File: src/rtl/ldst_pkg.sv
package ldst_pkg;
  typedef enum logic [1:0] {
    MODE_BASE_IMM = 2'b00,
    MODE_BASE_IDX = 2'b01,
    MODE_ABS      = 2'b10
  } addr_mode_e;
endpackage

File: src/rtl/ldst_agen.sv
module ldst_agen #(
  parameter int ADDR_W = 16,
  parameter int IMM_W  = 5
) (
  input  logic [1:0]        mode,
  input  logic [ADDR_W-1:0] base,
  input  logic [ADDR_W-1:0] index,
  input  logic [IMM_W-1:0]  imm,
  input  logic [ADDR_W-1:0] abs_addr,
  output logic [ADDR_W-1:0] addr
);
  import ldst_pkg::*;

  logic [ADDR_W-1:0] imm_ext;
  assign imm_ext = {{(ADDR_W-IMM_W){1'b0}}, imm};

  // Sums drop the carry out: wrap-around is modulo 2^ADDR_W.
  always_comb begin
    case (addr_mode_e'(mode))
      MODE_BASE_IMM: addr = base + imm_ext;
      MODE_BASE_IDX: addr = base + index;
      default:       addr = abs_addr;
    endcase
  end
endmodule

File: src/rtl/ldst_wr_steer.sv
module ldst_wr_steer #(
  parameter int LANE_W = 8,
  parameter int LANES  = 2,
  localparam int DATA_W = LANE_W * LANES,
  localparam int LSEL_W = (LANES > 1) ? $clog2(LANES) : 1
) (
  input  logic              word,
  input  logic [LSEL_W-1:0] lane_sel,
  input  logic [DATA_W-1:0] din,
  output logic [LANES-1:0]  be,
  output logic [DATA_W-1:0] dout
);
  for (genvar i = 0; i < LANES; i++) begin : g_lane
    assign be[i] = word | (lane_sel == LSEL_W'(i));
    // A byte store replicates the low byte on every lane; only the enabled lane lands.
    assign dout[i*LANE_W +: LANE_W] = word ? din[i*LANE_W +: LANE_W] : din[LANE_W-1:0];
  end
endmodule

File: src/rtl/ldst_rd_extend.sv
module ldst_rd_extend #(
  parameter int LANE_W = 8,
  parameter int LANES  = 2,
  localparam int DATA_W = LANE_W * LANES,
  localparam int LSEL_W = (LANES > 1) ? $clog2(LANES) : 1
) (
  input  logic              word,
  input  logic              sign,
  input  logic [LSEL_W-1:0] lane_sel,
  input  logic [DATA_W-1:0] rdata,
  output logic [DATA_W-1:0] result
);
  logic [LANE_W-1:0] picked;

  always_comb begin
    picked = '0;
    for (int i = 0; i < LANES; i++) begin
      if (lane_sel == LSEL_W'(i)) picked = rdata[i*LANE_W +: LANE_W];
    end
  end

  always_comb begin
    if (word) result = rdata;
    else      result = {{(DATA_W-LANE_W){sign & picked[LANE_W-1]}}, picked};
  end
endmodule

File: src/rtl/ldst_access_unit.sv
module ldst_access_unit #(
  parameter int ADDR_W = 16,
  parameter int IMM_W  = 5,
  parameter int LANE_W = 8,
  parameter int LANES  = 2,
  localparam int DATA_W = LANE_W * LANES,
  localparam int LSEL_W = (LANES > 1) ? $clog2(LANES) : 1
) (
  input  logic              clk,
  input  logic              rst_n,
  input  logic              req_valid,
  output logic              req_ready,
  input  logic [1:0]        req_mode,
  input  logic [ADDR_W-1:0] req_base,
  input  logic [ADDR_W-1:0] req_index,
  input  logic [IMM_W-1:0]  req_imm,
  input  logic [ADDR_W-1:0] req_abs,
  input  logic              req_store,
  input  logic              req_word,
  input  logic              req_signed,
  input  logic [DATA_W-1:0] req_wdata,
  output logic              align_err,
  output logic              mem_en,
  output logic              mem_we,
  output logic [LANES-1:0]  mem_be,
  output logic [ADDR_W-1:0] mem_addr,
  output logic [DATA_W-1:0] mem_wdata,
  input  logic [DATA_W-1:0] mem_rdata,
  output logic              rsp_valid,
  input  logic              rsp_ready,
  output logic [DATA_W-1:0] rsp_data
);
  logic [ADDR_W-1:0] eff_addr;
  logic [LSEL_W-1:0] lane_now;
  logic              accept;
  logic              misaligned;

  // Load in flight: SRAM data is on mem_rdata this cycle.
  logic              pend_valid;
  logic              pend_word;
  logic              pend_sign;
  logic [LSEL_W-1:0] pend_lane;
  // Result parked because the consumer stalled.
  logic              hold_valid;
  logic [DATA_W-1:0] hold_data;
  logic [DATA_W-1:0] fmt_data;

  ldst_agen #(.ADDR_W(ADDR_W), .IMM_W(IMM_W)) u_agen (
    .mode(req_mode), .base(req_base), .index(req_index),
    .imm(req_imm), .abs_addr(req_abs), .addr(eff_addr)
  );

  assign lane_now   = eff_addr[LSEL_W-1:0];
  assign misaligned = req_word & (|lane_now);
  assign req_ready  = !hold_valid && !(pend_valid && !rsp_ready);
  assign accept     = req_valid && req_ready;

  ldst_wr_steer #(.LANE_W(LANE_W), .LANES(LANES)) u_steer (
    .word(req_word), .lane_sel(lane_now), .din(req_wdata),
    .be(mem_be), .dout(mem_wdata)
  );

  assign mem_addr  = eff_addr;
  assign mem_en    = accept && !misaligned;
  assign mem_we    = accept && !misaligned && req_store;
  assign align_err = accept && misaligned;

  ldst_rd_extend #(.LANE_W(LANE_W), .LANES(LANES)) u_ext (
    .word(pend_word), .sign(pend_sign), .lane_sel(pend_lane),
    .rdata(mem_rdata), .result(fmt_data)
  );

  always_ff @(posedge clk or negedge rst_n) begin
    if (!rst_n) begin
      pend_valid <= 1'b0;
      pend_word  <= 1'b0;
      pend_sign  <= 1'b0;
      pend_lane  <= '0;
    end else begin
      pend_valid <= mem_en && !req_store;
      if (mem_en && !req_store) begin
        pend_word <= req_word;
        pend_sign <= req_signed;
        pend_lane <= lane_now;
      end
    end
  end

  always_ff @(posedge clk or negedge rst_n) begin
    if (!rst_n) begin
      hold_valid <= 1'b0;
      hold_data  <= '0;
    end else if (pend_valid && !rsp_ready) begin
      hold_valid <= 1'b1;
      hold_data  <= fmt_data;
    end else if (hold_valid && rsp_ready) begin
      hold_valid <= 1'b0;
    end
  end

  assign rsp_valid = pend_valid | hold_valid;
  assign rsp_data  = hold_valid ? hold_data : fmt_data;
endmodule

File: config.mk
export PLATFORM = sky130hd
export DESIGN_NAME = ldst_access_unit
export DESIGN_NICKNAME = d
export VERILOG_FILES = /design/src/rtl/ldst_pkg.sv /design/src/rtl/ldst_agen.sv /design/src/rtl/ldst_wr_steer.sv /design/src/rtl/ldst_rd_extend.sv /design/src/rtl/ldst_access_unit.sv
export SDC_FILE = /design/constraint.sdc
export NUM_CORES = 1
export LEC_CHECK = 0
export ABC_AREA = 1
export BUFFER_PORTS_ARGS = -buffer_cell sky130_fd_sc_hd__buf_2
export CORE_ASPECT_RATIO = 0.7
export CORE_MARGIN = 5
export CORE_UTILIZATION = 35
export CTS_CLUSTER_SIZE = 40
export DETAILED_ROUTE_END_ITERATION = 7
export HOLD_SLACK_MARGIN = 0.15
export PLACE_DENSITY = 0.66
export SLEW_MARGIN = 10
export SYNTH_ARGS = -nofsm -noshare
export SYNTH_HDL_FRONTEND = slang
export SYNTH_SLANG_ARGS = --single-unit
File: constraint.sdc
create_clock -name clk -period 1.9 [get_ports clk]
set_input_delay 0.095 -clock clk [delete_from_list [all_inputs] [get_ports clk]]
set_output_delay 0.095 -clock clk [all_outputs]
set_load 0.01 [all_outputs]
==> results.py <==
metrics = {
    "outcome": {
        "status": "finished, violations left",
        "failed_checks": "negative setup slack",
    },
    "floorplan": {
        "num_rows": 26,
        "floorplan.core_area_mm2": 0.00735,
        "initial_utilization_pct": 36.1,
        "fp.dieW_um": 114,
        "dieArea_mm2": 0.00944,
        "design.portCount": 149,
        "die_h_um": 82.8,
    },
    "timing": {
        "hold_viol": 0,
        "tightest_slew_ns": 0.778,
        "fmax_mhz": 509,
        "slew_headroom_pct": 48.1,
        "fin_crit_sh_pct": 103,
        "layout_setup_ws_ns": -0.0634,
        "fin_skew_ns": 0.00494,
        "rsz0062_at_grt": "yes",
        "period_needed_ns": 1.96,
        "slew_viol_final": 0,
        "setup_violations": 4,
    },
    "route": {
        "wl_per_cell_um": 12.3,
        "vias_per_cell": 4.59,
        "postRouteWirelength_mm": 8.95,
        "firstDrtPassIters": 4,
        "ant_nets": 0,
        "drcViolationCount": 0,
        "drt_iter0_markers": 138,
        "vias": 3339,
    },
    "global_route": {
        "grt_first_pass_wirelength_mm": 14.0,
        "grt_pass1_vias": 3085,
        "antenna_found_initial": 0,
        "grt_max_degree": 32,
        "grt_overflow_total": 0,
        "track_usage_pct": 17.5,
    },
    "power_and_ir_drop": {
        "p_total_mw": 2.16,
        "p_sw_share_pct": 42.0,
        "internal-power_mw": 1.25,
        "power.switching_mw": 0.909,
        "clkPwrFrac_pct": 13.4,
        "power_density_mw_per_mm2": 547,
        "ir_drop_mv": 0.279,
        "comb_power_share_pct": 57.1,
        "leakagePower_nw": 2.35,
        "seqPwrFrac_pct": 29.5,
    },
    "synth": {
        "yosysWarningCount": 0,
        "postSynthCellCount": 468,
        "synth.avg_cell_area_um2": 5.67,
        "ys_async_sr_fraction_pct": 100,
        "syn_area_mm2": 0.00265,
        "synth_fp_nets": 578,
        "yosysSeqAreaShare_pct": 19.8,
        "synth_cell_types": 32,
        "synth-main-ff-cell": "dfrtp_1",
        "ys_ff_latch": 21,
        "synth_edf_count": 0,
    },
    "clocking": {
        "cts_tree": "built",
        "clock_latency_ns": 0.26,
        "htreeDepth": 1,
        "clk_pin_slew_ns": 0.08,
        "clockRootBuffer": "clkbuf_8",
        "cts_buffers": 3,
        "clock_path_buffers": 2,
        "numClockSinks": 21,
    },
    "worst_hold_path": {
        "hold_path_end": "hold_data[1]$_DFFE_PN0P_",
        "hold_start": "mem_rdata[1]",
        "holdPathStages": 3,
        "hold_class": "primary input to register",
    },
    "setup_path": {
        "timing.rr.end": "hold_data[3]$_DFFE_PN0P_",
        "worstPathMaxFanout": 4,
        "worst_ep_arrival_time_ns": 1.87,
        "reg2regPathDepth": 4,
        "cp-start-kind": "primary input",
        "r2r_start": "pend_valid$_DFF_PN0_",
        "endpoint_kind": "output port",
        "crit_type": "primary input to output port",
        "required_ns": 1.80,
        "r2r_slack_ns": 0.43,
    },
    "cells_and_area": {
        "num-fill-cells": 801,
        "drive_above_1_share_pct": 39.7,
        "num_antenna_cells": 0,
        "design_area_mm2": 0.00395,
        "area_growth_pct": 49.0,
        "nets": 741,
    },
    "run": {
        "drv_cap": 0,
    },
    "placement": {
        "dpl_cell_area_mm2": 0.00352,
        "dp_hpwl_mm": 7.17,
        "pre_cts_slack_ns": -0.185,
        "gp_congestion": 0.891,
        "io_buffers": 148,
    },
}
[Yosys cell counts, types with 2 or more instances]
cell      count  area, um2
o21ai_0      10       50.1
inv_2         7       26.3
buf_2         5       25.0
dfrtp_1      21        526
buf_4         9       67.6
nor2_8        2       40.0
nand3_1      21        105
nand2_4       5       56.3
o21ai_1      37        185
nand3b_1      2       15.0
or2_1         4       25.0
nand3_2       3       30.0
clkbuf_1      6       22.5
nand2_1     193        724
ha_1         15        188
a21oi_1      15       75.1
nor3_1        3       15.0
inv_1        65        244
nor2_1       32        120
[power by group through the flow]
stage,combinational (mW),sequential (mW),clock (mW)
after floorplan,0.704,0.626,0
after global placement,1.09,0.636,0
after detailed placement,1.11,0.646,0
after CTS,1.17,0.638,0.303
after global routing,1.38,0.654,0.319
final,1.23,0.638,0.290
[per-layer routing]
metal | track usage [%] | share of wire (%) | vias up
met5 | 0 | 0 | -
met1 | 24.6 | 46 | 1473
met4 | 2.16 | 0.56 | 0
met2 | 28.3 | 46 | 106
li1 | - | - | 1752
met3 | 3.85 | 7.1 | 8
[logic make-up (layout without fill, tap and decap cells)]
kind of cell	count (synthesis)	in the layout	synth area share, %
compound gates	62	62	11.7
xor+xnor	2	2	0.661
fa+ha+maj	16	16	7.83
buf+inv	96	258	15.6
flops	21	21	19.8
simple gates	271	271	44.4
[critical path: stages]
cell,delay [ns]
buf_8,0.10
nor2_8,0.13
inv_4,0.06
nand2_1,0.05
nand2_1,0.05
ha_2,0.18
fa_2,0.36
nand2_2,0.11
nand2_2,0.07
and2_4,0.16
nand2_2,0.06
nand3_2,0.08
nand2_1,0.06
nand2_1,0.04
o21ai_1,0.11
buf_2,0.14
[placed cells by master, fill, tap and decap left out]
master / n
nand2_1: 170
buf_2: 146
inv_1: 64
o21ai_1: 37
nor2_1: 27
buf_4: 24
nand2_2: 21
dfrtp_1: 21
nand3_1: 18
a21oi_1: 10
o21ai_0: 9
nand2_4: 8
ha_4: 7
dlygate4sd3_1: 7
nor2_2: 6
inv_2: 6
nand3_2: 6
ha_1: 6
a21oi_2: 5
or2_1: 4
clkbuf_8: 3
inv_4: 2
nor2_8: 2
nor3_2: 2
nand3b_1: 2
ha_2: 2
buf_8: 2
clkinv_1: 1
inv_6: 1
and2_4: 1
nand4_1: 1
xnor2_2: 1
or2_2: 1
o21ai_2: 1
nor3b_2: 1
nor3_1: 1
xor2_1: 1
fa_2: 1
clkbuf_1: 1
buf_6: 1
[metrics by stage]
step | hold slack [ns] | std cells | setup TNS, ns | util, %
4_1_cts | 0.153 | 726 | -0.0298 | 51.2
5_1_grt | 0.171 | 728 | -1.11 | 53.7
3_5_place_dp | 0.0875 | 710 | -1.43 | 47.9
2_1_floorplan | -0.201 | 468 | 0 | -
3_3_place_gp | 0.0818 | 710 | -0.868 | 47.9
6_report | 0.155 | 728 | -0.107 | 53.7
[state kept, by name (all words and copies together) (netlist names)]
| signal | flops |
|---|---|
| hold_data | 16 |
| hold_valid | 1 |
| pend_lane | 1 |
| pend_sign | 1 |
| pend_valid | 1 |
| pend_word | 1 |
[worst max-delay path by stage]
| stage | startpoint | to | depth (start not counted) |
|---|---|---|---|
| after global routing | req_mode[1] | mem_addr[8] | 16 |
| after detailed placement | req_mode[1] | mem_addr[6] | 15 |
| after global placement | req_mode[0] | mem_addr[6] | 16 |
| after floorplan | req_mode[1] | mem_addr[8] | 15 |
| after CTS | req_mode[1] | mem_addr[8] | 16 |
| final | req_mode[1] | mem_addr[8] | 16 |
[area by class of cell]
type | count | area, um2 | area share (%)
well taps | 98 | 123 | 3.10
repair buffers | 180 | 1020 | 25.9
inverters | 74 | 288 | 7.28
clock buffers | 4 | 45.0 | 1.14
multi-input cells | 351 | 1950 | 49.3
flip-flops and latches | 21 | 526 | 13.3
[what timing repair did]
action | CTS | global route
setup buffers | 5 | 2
endpoints found under the setup margin | 12 | 20
resized for setup | 25 | 38
hold buffers | 7 | 0
pin swaps | 9 | 12
endpoints found under the hold margin | 28 | 0
Note: power is estimated with default switching activity, not from simulation.
